## src/rtl/senslim_pkg.sv

```systemverilog
package senslim_pkg;
  localparam int AW          = 8;
  localparam int DW          = 8;
  localparam int TACH_W      = 16;
  localparam int N_TEMP      = 3;
  localparam int N_TACH      = 4;
  localparam int SEL_W       = 3;
  localparam int TEMP_BASE   = 'h4E;
  localparam int TACH_BASE   = 'h54;
  localparam int STAT_T_ADDR = 'h41;
  localparam int STAT_F_ADDR = 'h42;
  localparam logic [7:0] TLO_RST  = 8'h81;
  localparam logic [7:0] THI_RST  = 8'h7F;
  localparam logic [7:0] TACH_RST = 8'hFF;
endpackage

```

## src/rtl/senslim_limregs.sv

```systemverilog
module senslim_limregs
  import senslim_pkg::*;
#(
  parameter int P_AW     = AW,
  parameter int P_DW     = DW,
  parameter int P_NTEMP  = N_TEMP,
  parameter int P_NTACH  = N_TACH,
  parameter int P_SEL_W  = SEL_W
) (
  input  logic                        clk,
  input  logic                        rst_ni,
  input  logic                        wr_en,
  input  logic [P_AW-1:0]             addr,
  input  logic [P_DW-1:0]             wdata,
  input  logic                        sc_mode,
  output logic [P_NTEMP*P_DW-1:0]     tlo_o,
  output logic [P_NTEMP*P_DW-1:0]     thi_o,
  output logic [2*P_NTACH*P_DW-1:0]   tach_o,
  output logic                        rd_hit,
  output logic [P_DW-1:0]             rd_data,
  output logic [P_SEL_W-1:0]          adc_sel_o
);
  localparam int NT_REGS = 2 * P_NTEMP;
  localparam int NF_REGS = 2 * P_NTACH;
  localparam int SC_REG  = 1;            // tach byte index shared with channel select
  localparam int RSV_W   = P_DW - P_SEL_W;

  logic [P_DW-1:0] temp_q [NT_REGS];
  logic [P_DW-1:0] temp_d [NT_REGS];
  logic [P_DW-1:0] tach_q [NF_REGS];
  logic [P_DW-1:0] tach_d [NF_REGS];

  // next state
  always_comb begin
    for (int i = 0; i < NT_REGS; i++) begin
      temp_d[i] = temp_q[i];
      if (wr_en && (addr == P_AW'(TEMP_BASE + i))) temp_d[i] = wdata;
    end
    for (int j = 0; j < NF_REGS; j++) begin
      tach_d[j] = tach_q[j];
      if (wr_en && (addr == P_AW'(TACH_BASE + j))) begin
        if ((j == SC_REG) && sc_mode)
          tach_d[j] = {wdata[P_DW-1 -: P_SEL_W], tach_q[j][RSV_W-1:0]};
        else
          tach_d[j] = wdata;
      end
    end
  end

  // registers
  always_ff @(posedge clk or negedge rst_ni) begin
    if (!rst_ni) begin
      for (int i = 0; i < NT_REGS; i++)
        temp_q[i] <= (i % 2 == 0) ? TLO_RST : THI_RST;
      for (int j = 0; j < NF_REGS; j++)
        tach_q[j] <= TACH_RST;
    end else begin
      for (int i = 0; i < NT_REGS; i++) temp_q[i] <= temp_d[i];
      for (int j = 0; j < NF_REGS; j++) tach_q[j] <= tach_d[j];
    end
  end

  // read side
  always_comb begin
    rd_hit  = 1'b0;
    rd_data = '0;
    for (int i = 0; i < NT_REGS; i++) begin
      if (addr == P_AW'(TEMP_BASE + i)) begin
        rd_hit  = 1'b1;
        rd_data = temp_q[i];
      end
    end
    for (int j = 0; j < NF_REGS; j++) begin
      if (addr == P_AW'(TACH_BASE + j)) begin
        rd_hit = 1'b1;
        if ((j == SC_REG) && sc_mode)
          rd_data = {tach_q[j][P_DW-1 -: P_SEL_W], {RSV_W{1'b0}}};
        else
          rd_data = tach_q[j];
      end
    end
  end

  assign adc_sel_o = sc_mode ? tach_q[SC_REG][P_DW-1 -: P_SEL_W] : '0;

  for (genvar c = 0; c < P_NTEMP; c++) begin : g_tout
    assign tlo_o[c*P_DW +: P_DW] = temp_q[2*c];
    assign thi_o[c*P_DW +: P_DW] = temp_q[2*c+1];
  end
  for (genvar j = 0; j < NF_REGS; j++) begin : g_fout
    assign tach_o[j*P_DW +: P_DW] = tach_q[j];
  end
endmodule

```

## src/rtl/senslim_tempcmp.sv

```systemverilog
module senslim_tempcmp
  import senslim_pkg::*;
#(
  parameter int P_DW    = DW,
  parameter int P_NTEMP = N_TEMP
) (
  input  logic [P_NTEMP-1:0]      vld,
  input  logic [P_NTEMP*P_DW-1:0] data,
  input  logic [P_NTEMP*P_DW-1:0] lo_lim,
  input  logic [P_NTEMP*P_DW-1:0] hi_lim,
  output logic [2*P_NTEMP-1:0]    evt
);
  for (genvar c = 0; c < P_NTEMP; c++) begin : g_ch
    logic signed [P_DW-1:0] rd_s, lo_s, hi_s;
    assign rd_s = data[c*P_DW +: P_DW];
    assign lo_s = lo_lim[c*P_DW +: P_DW];
    assign hi_s = hi_lim[c*P_DW +: P_DW];
    assign evt[2*c]   = vld[c] && (rd_s <= lo_s);
    assign evt[2*c+1] = vld[c] && (rd_s >  hi_s);
  end
endmodule

```

## src/rtl/senslim_tachcmp.sv

```systemverilog
module senslim_tachcmp
  import senslim_pkg::*;
#(
  parameter int P_CW    = TACH_W,
  parameter int P_NTACH = N_TACH
) (
  input  logic [P_NTACH-1:0]      vld,
  input  logic [P_NTACH*P_CW-1:0] cnt,
  input  logic [P_NTACH*P_CW-1:0] lim,
  input  logic                    sc_mode,
  output logic [P_NTACH-1:0]      evt
);
  for (genvar k = 0; k < P_NTACH; k++) begin : g_fan
    logic slow;
    assign slow = vld[k] && (cnt[k*P_CW +: P_CW] > lim[k*P_CW +: P_CW]);
    if (k == 0) begin : g_shared
      assign evt[k] = slow && !sc_mode;
    end else begin : g_plain
      assign evt[k] = slow;
    end
  end
endmodule

```

## src/rtl/senslim_status.sv

```systemverilog
module senslim_status #(
  parameter int W_T = 6,
  parameter int W_F = 4
) (
  input  logic           clk,
  input  logic           rst_ni,
  input  logic [W_T-1:0] set_t,
  input  logic [W_F-1:0] set_f,
  input  logic           clr_t,
  input  logic           clr_f,
  output logic [W_T-1:0] q_t,
  output logic [W_F-1:0] q_f
);
  logic [W_T-1:0] d_t;
  logic [W_F-1:0] d_f;

  // a new alarm wins over a clearing read in the same cycle
  always_comb begin
    d_t = (clr_t ? '0 : q_t) | set_t;
    d_f = (clr_f ? '0 : q_f) | set_f;
  end

  always_ff @(posedge clk or negedge rst_ni) begin
    if (!rst_ni) begin
      q_t <= '0;
      q_f <= '0;
    end else begin
      q_t <= d_t;
      q_f <= d_f;
    end
  end
endmodule

```

## src/rtl/senslim_top.sv

```systemverilog
module senslim_top
  import senslim_pkg::*;
#(
  parameter int P_AW    = AW,
  parameter int P_DW    = DW,
  parameter int P_CW    = TACH_W,
  parameter int P_NTEMP = N_TEMP,
  parameter int P_NTACH = N_TACH,
  parameter int P_SEL_W = SEL_W
) (
  input  logic                       clk,
  input  logic                       rst_n,
  input  logic                       reg_wr,
  input  logic                       reg_rd,
  input  logic [P_AW-1:0]            reg_addr,
  input  logic [P_DW-1:0]            reg_wdata,
  output logic [P_DW-1:0]            reg_rdata,
  input  logic                       cfg_lock,
  input  logic                       sc_mode,
  input  logic [P_NTEMP-1:0]         temp_vld,
  input  logic [P_NTEMP*P_DW-1:0]    temp_data,
  input  logic [P_NTACH-1:0]         tach_vld,
  input  logic [P_NTACH*P_CW-1:0]    tach_cnt,
  output logic [P_SEL_W-1:0]         adc_chan_sel
);
  localparam int W_T = 2 * P_NTEMP;

  // reset: asserted asynchronously, released on the clock
  logic [1:0] rsync_q;
  logic       rst_ni;
  always_ff @(posedge clk or negedge rst_n) begin
    if (!rst_n) rsync_q <= '0;
    else        rsync_q <= {rsync_q[0], 1'b1};
  end
  assign rst_ni = rsync_q[1];

  // the lock has no say over threshold writes
  logic lock_unused;
  assign lock_unused = cfg_lock;

  logic [P_NTEMP*P_DW-1:0] temp_lo_lim, temp_hi_lim;
  logic [P_NTACH*P_CW-1:0] tach_lim;
  logic                    lim_hit;
  logic [P_DW-1:0]         lim_rdata;
  logic [W_T-1:0]          evt_t, stat1_q;
  logic [P_NTACH-1:0]      evt_f, stat2_q;
  logic                    clr_t, clr_f;

  senslim_limregs #(
    .P_AW(P_AW), .P_DW(P_DW), .P_NTEMP(P_NTEMP), .P_NTACH(P_NTACH), .P_SEL_W(P_SEL_W)
  ) u_regs (
    .clk(clk), .rst_ni(rst_ni), .wr_en(reg_wr), .addr(reg_addr), .wdata(reg_wdata),
    .sc_mode(sc_mode), .tlo_o(temp_lo_lim), .thi_o(temp_hi_lim), .tach_o(tach_lim),
    .rd_hit(lim_hit), .rd_data(lim_rdata), .adc_sel_o(adc_chan_sel)
  );

  senslim_tempcmp #(.P_DW(P_DW), .P_NTEMP(P_NTEMP)) u_tcmp (
    .vld(temp_vld), .data(temp_data), .lo_lim(temp_lo_lim), .hi_lim(temp_hi_lim), .evt(evt_t)
  );

  senslim_tachcmp #(.P_CW(P_CW), .P_NTACH(P_NTACH)) u_fcmp (
    .vld(tach_vld), .cnt(tach_cnt), .lim(tach_lim), .sc_mode(sc_mode), .evt(evt_f)
  );

  assign clr_t = reg_rd && (reg_addr == P_AW'(STAT_T_ADDR));
  assign clr_f = reg_rd && (reg_addr == P_AW'(STAT_F_ADDR));

  senslim_status #(.W_T(W_T), .W_F(P_NTACH)) u_stat (
    .clk(clk), .rst_ni(rst_ni), .set_t(evt_t), .set_f(evt_f),
    .clr_t(clr_t), .clr_f(clr_f), .q_t(stat1_q), .q_f(stat2_q)
  );

  always_comb begin
    if (reg_addr == P_AW'(STAT_T_ADDR))      reg_rdata = P_DW'(stat1_q);
    else if (reg_addr == P_AW'(STAT_F_ADDR)) reg_rdata = P_DW'(stat2_q);
    else if (lim_hit)                        reg_rdata = lim_rdata;
    else                                     reg_rdata = '0;
  end
endmodule

```

## config.mk

```make
export PLATFORM = sky130hd
export DESIGN_NAME = senslim_top
export DESIGN_NICKNAME = d
export VERILOG_FILES = /design/src/rtl/senslim_pkg.sv /design/src/rtl/senslim_limregs.sv /design/src/rtl/senslim_tempcmp.sv /design/src/rtl/senslim_tachcmp.sv /design/src/rtl/senslim_status.sv /design/src/rtl/senslim_top.sv
export SDC_FILE = /design/constraint.sdc
export NUM_CORES = 1
export LEC_CHECK = 0
export BUFFER_PORTS_ARGS = -buffer_cell sky130_fd_sc_hd__buf_2
export CAP_MARGIN = 10
export CORE_MARGIN = 2
export CORE_UTILIZATION = 60
export CTS_BUF_LIST = sky130_fd_sc_hd__clkbuf_2 sky130_fd_sc_hd__clkbuf_4 sky130_fd_sc_hd__clkbuf_8
export CTS_CLUSTER_DIAMETER = 30
export DETAILED_ROUTE_END_ITERATION = 7
export PLACE_DENSITY_LB_ADDON = 0.12
export REMOVE_ABC_BUFFERS = 1
export SLEW_MARGIN = 20
export SYNTH_ARGS = -nofsm -noshare
export SYNTH_HDL_FRONTEND = slang
export SYNTH_HIERARCHICAL = 1
export SYNTH_SLANG_ARGS = --single-unit
```

## constraint.sdc

```tcl
create_clock -name clk -period 4.7 [get_ports clk]
set_clock_uncertainty 0.15 [all_clocks]
set_input_delay 0.47 -clock clk [delete_from_list [all_inputs] [get_ports clk]]
set_output_delay 0.47 -clock clk [all_outputs]
set_load 0.02 [all_outputs]
```

## Word level (Yosys, flattened, before mapping)

Index checks and enable logic that the tools add are counted.

- Order comparisons: 10
- Equal/unequal tests: 16
- Muxes and demuxes: 35
- Bitwise operators: 3
- Reductions and logical operators: 29

Operators with widths:

| kind | count |
|---|---|
| two-way mux 8 bit | 17 |
| == test 8 x 7 -> 1 bit (second input constant) | 16 |
| > comparator 16 bit | 4 |
| logical AND 1 bit | 27 |
| > comparator 8 bit | 3 |
| less-or-equal comparator 8 bit | 3 |
| two-way mux 1 bit | 14 |
| two-way mux 6 bit | 1 |
| bitwise OR 6 bit | 1 |
| two-way mux 5 bit | 1 |
| two-way mux 4 bit | 1 |
| bitwise OR 4 bit | 1 |
| two-way mux 3 bit | 1 |
| AND reduction 2 bit | 1 |
| zero test 1 bit | 1 |
| NOT 1 bit | 1 |

- Bits in registers: 124
- Logic and storage cells: 111

## Longest topological paths before layout

- Word-level depth: 18
- Depth in mapped cells: 11
- Gate-level depth less buffers: 9

## By module

The synthesis kept the hierarchy.

Modules (own cells, without submodules):

| module | times used | cells an instance | area each (µm²) |
|---|---|---|---|
| senslim_limregs | 1 | 474 | 5940.7 |
| senslim_tachcmp | 1 | 230 | 1629.1 |
| senslim_tempcmp | 1 | 174 | 1258.7 |
| senslim_top | 1 | 50 | 356.6 |
| senslim_status | 1 | 22 | 332.8 |

## Worst setup path after synthesis

OpenSTA, ideal clock, no wires.

- Path type: in2out
- From: in reg_addr[2]
- To: out reg_rdata[5]
- Arrival time: 2138 ps
- Required time: 4080 ps
- Slack: 1942 ps
- Stages: 10
- Cell sequence: buf_4 > nand2b_1 > nor2_2 > o221ai_1 > a311o_1 > a32oi_1 > nand2_1 > nor2_1 > a31oi_1 > o22ai_1

- Word-level cells in the longest chain between the ends: 18
- Elaborated cells between the ends (all ways): 47

RTL lines:

| item | line | source |
|---|---|---|
| start: declaration | senslim_top.sv:15 | `input logic [P_AW-1:0] reg_addr,` |
| == test 8 x 7 -> 1 bit | senslim_limregs.sv:68 | `if (addr == P_AW'(TEMP_BASE + i)) begin` |
| two-way mux 8 bit (6 in series) | senslim_limregs.sv:68 |  |
| two-way mux 8 bit (7 in series) | senslim_limregs.sv:74 | `if (addr == P_AW'(TACH_BASE + j)) begin` |
| two-way mux 8 bit * | senslim_limregs.sv:74 |  |
| net lim_rdata[5] | senslim_top.sv:44 | `logic [P_DW-1:0] lim_rdata;` |
| two-way mux 8 bit * | senslim_top.sv:76 | `else if (lim_hit) reg_rdata = lim_rdata;` |
| two-way mux 8 bit * | senslim_top.sv:75 | `else if (reg_addr == P_AW'(STAT_F_ADDR)) reg_rdata = P_DW'(stat2_q);` |
| two-way mux 8 bit * | senslim_top.sv:74 | `if (reg_addr == P_AW'(STAT_T_ADDR)) reg_rdata = P_DW'(stat1_q);` |
| end: declaration | senslim_top.sv:17 | `output logic [P_DW-1:0] reg_rdata,` |

The timed path passes the listed nets; every way through them passes the cells marked *.

## Final worst setup path

- From: in reg_addr[5]
- To: out reg_rdata[0]

Same word-level chain as after synthesis.

==> summary.md <==
| Metric | Value |
|---|---|
| Status | `complete, no violations` |
| Die Span X | `about 130 um` |
| Critical-path maximum fanout | `5` |
| CP max-delay cell | `a222oi_1` |
| Comb power frac | `~17%` |
| Gr usage total | `about 30%` |
| Post-layout min period | `~3.7 ns` |
| Delay-heaviest family, CP | `compound AO/OA/AOI/OAI gates` |
| Setup Crit Path Kind | `in2out` |
| FP Rows | `46` |
| FILL cells | `roughly 1300` |
| Final period util | `between 70 and 80%` |
| Most frequent CP cell | `buf_2` |
| Yosys reg bits | `124` |
| Clock sinks | `about 120` |
| Largest net degree at the start of global routing | `56` |
| Via density | `between 5 and 6` |
| Layout cells sized above 1 | `31.8%` |
| Cell type with the largest total area after synthesis | `dfstp_2` |
| CTS Buf Count | `17` |
| DRC | `0` |
| Worst path buffer plus inverter count | `3` |
| Post-synth ARST share | `100%` |
| # resized after CTS | `0` |
| Clock share of power | `around two fifths` |
| CP endpoint kind | `output port` |
| Avg WL per Cell | `approximately 20 um` |
| Core area | `15700 um2` |
| Nets | `1295` |
| Synthesized area | `about 9500 um2` |
| Initial antenna violation count | `0` |
| Worst-path clk slew | `~0.08 ns` |
| Leak Pwr | `4.74 nW` |
| Die height | `between 100 and 150 um` |
| Post-Syn Instances | `950` |
| Yosys top cell area share | `roughly a quarter` |
| Max Root-Sink Buffers | `2` |
| Final Slew Violations | `0` |
| DIE AREA | `between 15000 and 20000 um2` |
| Drt pass-1 iters | `7` |
| Sequential fraction of the synthesis area | `between 30% and 40%` |
| Hold Crit Class | `in2async` |
| Critical path, cell by cell | `buf_2 > nand4bb_1 > buf_4 > nor3_1 > o21ai_0 > a222oi_1 > o21ai_1 > nand2_1 > a21oi_1 > a31oi_1 > o211ai_2 > buf_2` |
| Util after Layout | `roughly 68%` |
| Critical Path Source Type | `primary input` |
| First-pass GRT wire length | `38600 um` |
| Vias in the first global route | `7340` |
| Antenna Nets Post-Route | `0` |
| Number of buffers added on ports | `126` |
| CP required | `4.08 ns` |
| Crit path largest cell delay | `around 0.48 ns` |
| Final setup TNS | `0 ns` |
| Top cells by area, synth | `dfstp_2, ha_1, dfrtp_1` |
| Gr ovfl total | `0` |
| Commonest cells after routing, fill and taps aside | `inv_1, buf_2, ha_1` |
| Endpoints failing setup | `0` |
| Post-CTS Hold Buffers | `1` |
| Pwr dens | `about 250 nW/um2` |
| Root Buffer | `clkbuf_8` |
| P_sw | `~0.75 mW` |
| Drt initial violations | `569` |
| Worst-case vdd ir drop | `around 0.17 mV` |
| Synth cell types | `77` |
| Flop pwr share | `a little over two fifths` |
| Max_cap viols | `0` |
| Most common cell after layout, fill and taps aside | `inv_1` |
| P&R area growth vs syn | `12.4%` |
| Fmax | `roughly 0.27 GHz` |
| Ys Warns | `6` |
| Postcts setup bufs | `0` |
| DP Wirelength | `slightly below 20000 um` |
| Clock latency on the worst-skew pair | `~0.45 ns` |
| Worst-Margin Slew | `0.768 ns` |
| RSZ-0062 raised after global routing | `no` |
| H-tree levels | `4` |
| Final Hold Fails | `0` |
| Routed vias | `between 7000 and 8000` |
| Switching share of total power | `between 20% and 30%` |
| Gpl congestion | `between 1 and 1.5` |
| P_int | `just under 2 mW` |
| EDFF count, synth | `0` |
| Worst slew margin | `about half` |
| Top_reg_cell synth | `dfstp_2` |
| Starting density of the core | `60.6%` |
| Avg Synthesized Cell Area | `~10 um2` |
| I/O pin cnt | `between 100 and 150` |
| CTS tree | `yes` |
| Final WL | `roughly 25000 um` |
| Arr. time, crit path | `around 3.1 ns` |
==> metal layers <==
| layer | wire, um | vias to the layer above | GRT usage [%] |
|---|---|---|---|
| met5 | 0 | - | 0 |
| met4 | 680 | 0 | 10.6 |
| met3 | 1430 | 43 | 6.03 |
| met2 | 11800 | 266 | 49.5 |
| met1 | 11300 | 3690 | 40.9 |
| li1 | - | 3673 | - |
==> metrics by stage <==
stage	total power [mW]	std cells	hold slack [ns]	setup slack, ns	instance area (um2)
after floorplan	1.46	914	0.0244	0.999	9270
after global placement	1.65	1262	0.107	1.05	10200
after detailed placement	1.67	1262	0.108	1.03	10200
after CTS	2.73	1295	0.147	1.04	10700
after global routing	2.85	1295	0.153	0.828	10700
final	2.72	1296	0.163	1.01	10700
==> sequential cells by signal (all words and copies together), names as in the netlist <==
signal / flops
u_stat/q_t: 6
u_regs/thi_o: 24
u_regs/tlo_o: 24
u_regs/tach_o: 64
u_stat/q_f: 4
rsync_q: 2
==> power by group through the flow <==
stage	Clock, mW	Sequential, mW	Combinational, mW
after floorplan	0	1.20	0.266
after global placement	0	1.21	0.442
after detailed placement	0	1.21	0.457
after CTS	1.08	1.19	0.460
after global routing	1.13	1.20	0.517
final	1.06	1.19	0.462
==> path summary, 6_finish.rpt <==
| kind | start | end | slack, ns | cells past startpoint |
|---|---|---|---|---|
| hold / removal | rst_n | rsync_q[1] | 0.16 | 2 |
| max in group asynchronous | rsync_q[1] | u_regs/thi_o[7] | 3.36 | 1 |
| setup / recovery | reg_addr[5] | reg_rdata[0] | 1.01 | 12 |
| setup reg to reg | u_regs/tach_o[7] | u_stat/q_f[0] | 2.48 | 8 |
| hold reg to reg | rsync_q[0] | rsync_q[1] | 0.20 | 0 |
| min in group clk | temp_vld[2] | u_stat/q_t[4] | 0.20 | 3 |
==> area by class of cell <==
cell class                 instances  area [um2]  area share (%)
sequential                       124        3220            30.1
clock buffer                      21         283            2.64
timing repair buffer             133         698            6.53
multi-input combinational        659        5560            52.0
antenna                            1        2.50          0.0234
inverter                         131         492            4.60
clock inverter                    11         165            1.54
tap                              216         270            2.53
==> worst reg2reg max path, delay by kind of cell (launching register included) <==
family	cells	cell delay (ns)
simple gates	1	0.25
fa+ha+maj	1	0.31
compound gates	5	0.81
flops	1	0.56
buf+inv	1	0.05
==> Yosys cell counts, types with 9 or more instances <==
cell type / instances
o22ai_1: 16
o211ai_1: 9
dfrtp_1: 33
a21o_1: 21
ha_1: 112
a21oi_1: 61
clkbuf_1: 9
inv_1: 129
mux2i_1: 15
nand2b_1: 10
o21a_1: 9
a31oi_1: 12
buf_4: 12
nand3_1: 24
nor2b_1: 12
nor2_1: 31
o21ai_0: 23
nand2_1: 45
buf_2: 9
dfstp_2: 91
mux2_1: 70
mux2_2: 39
nand4_1: 25
==> kinds of logic (layout without fill, tap and decap cells) <==
family / count (synthesis) / count (layout) / synth area share (%)
muxes: 137 / 137 / 16.9
AOI/OAI and AO/OA: 201 / 201 / 14.1
other: 1 / 2 / 0.0394
buffers and inverters: 167 / 296 / 7.74
DFF: 124 / 124 / 33.8
and+or+nand+nor: 208 / 208 / 12.6
adders and majority gates: 112 / 112 / 14.7
Power figures use the tool's default switching activity.
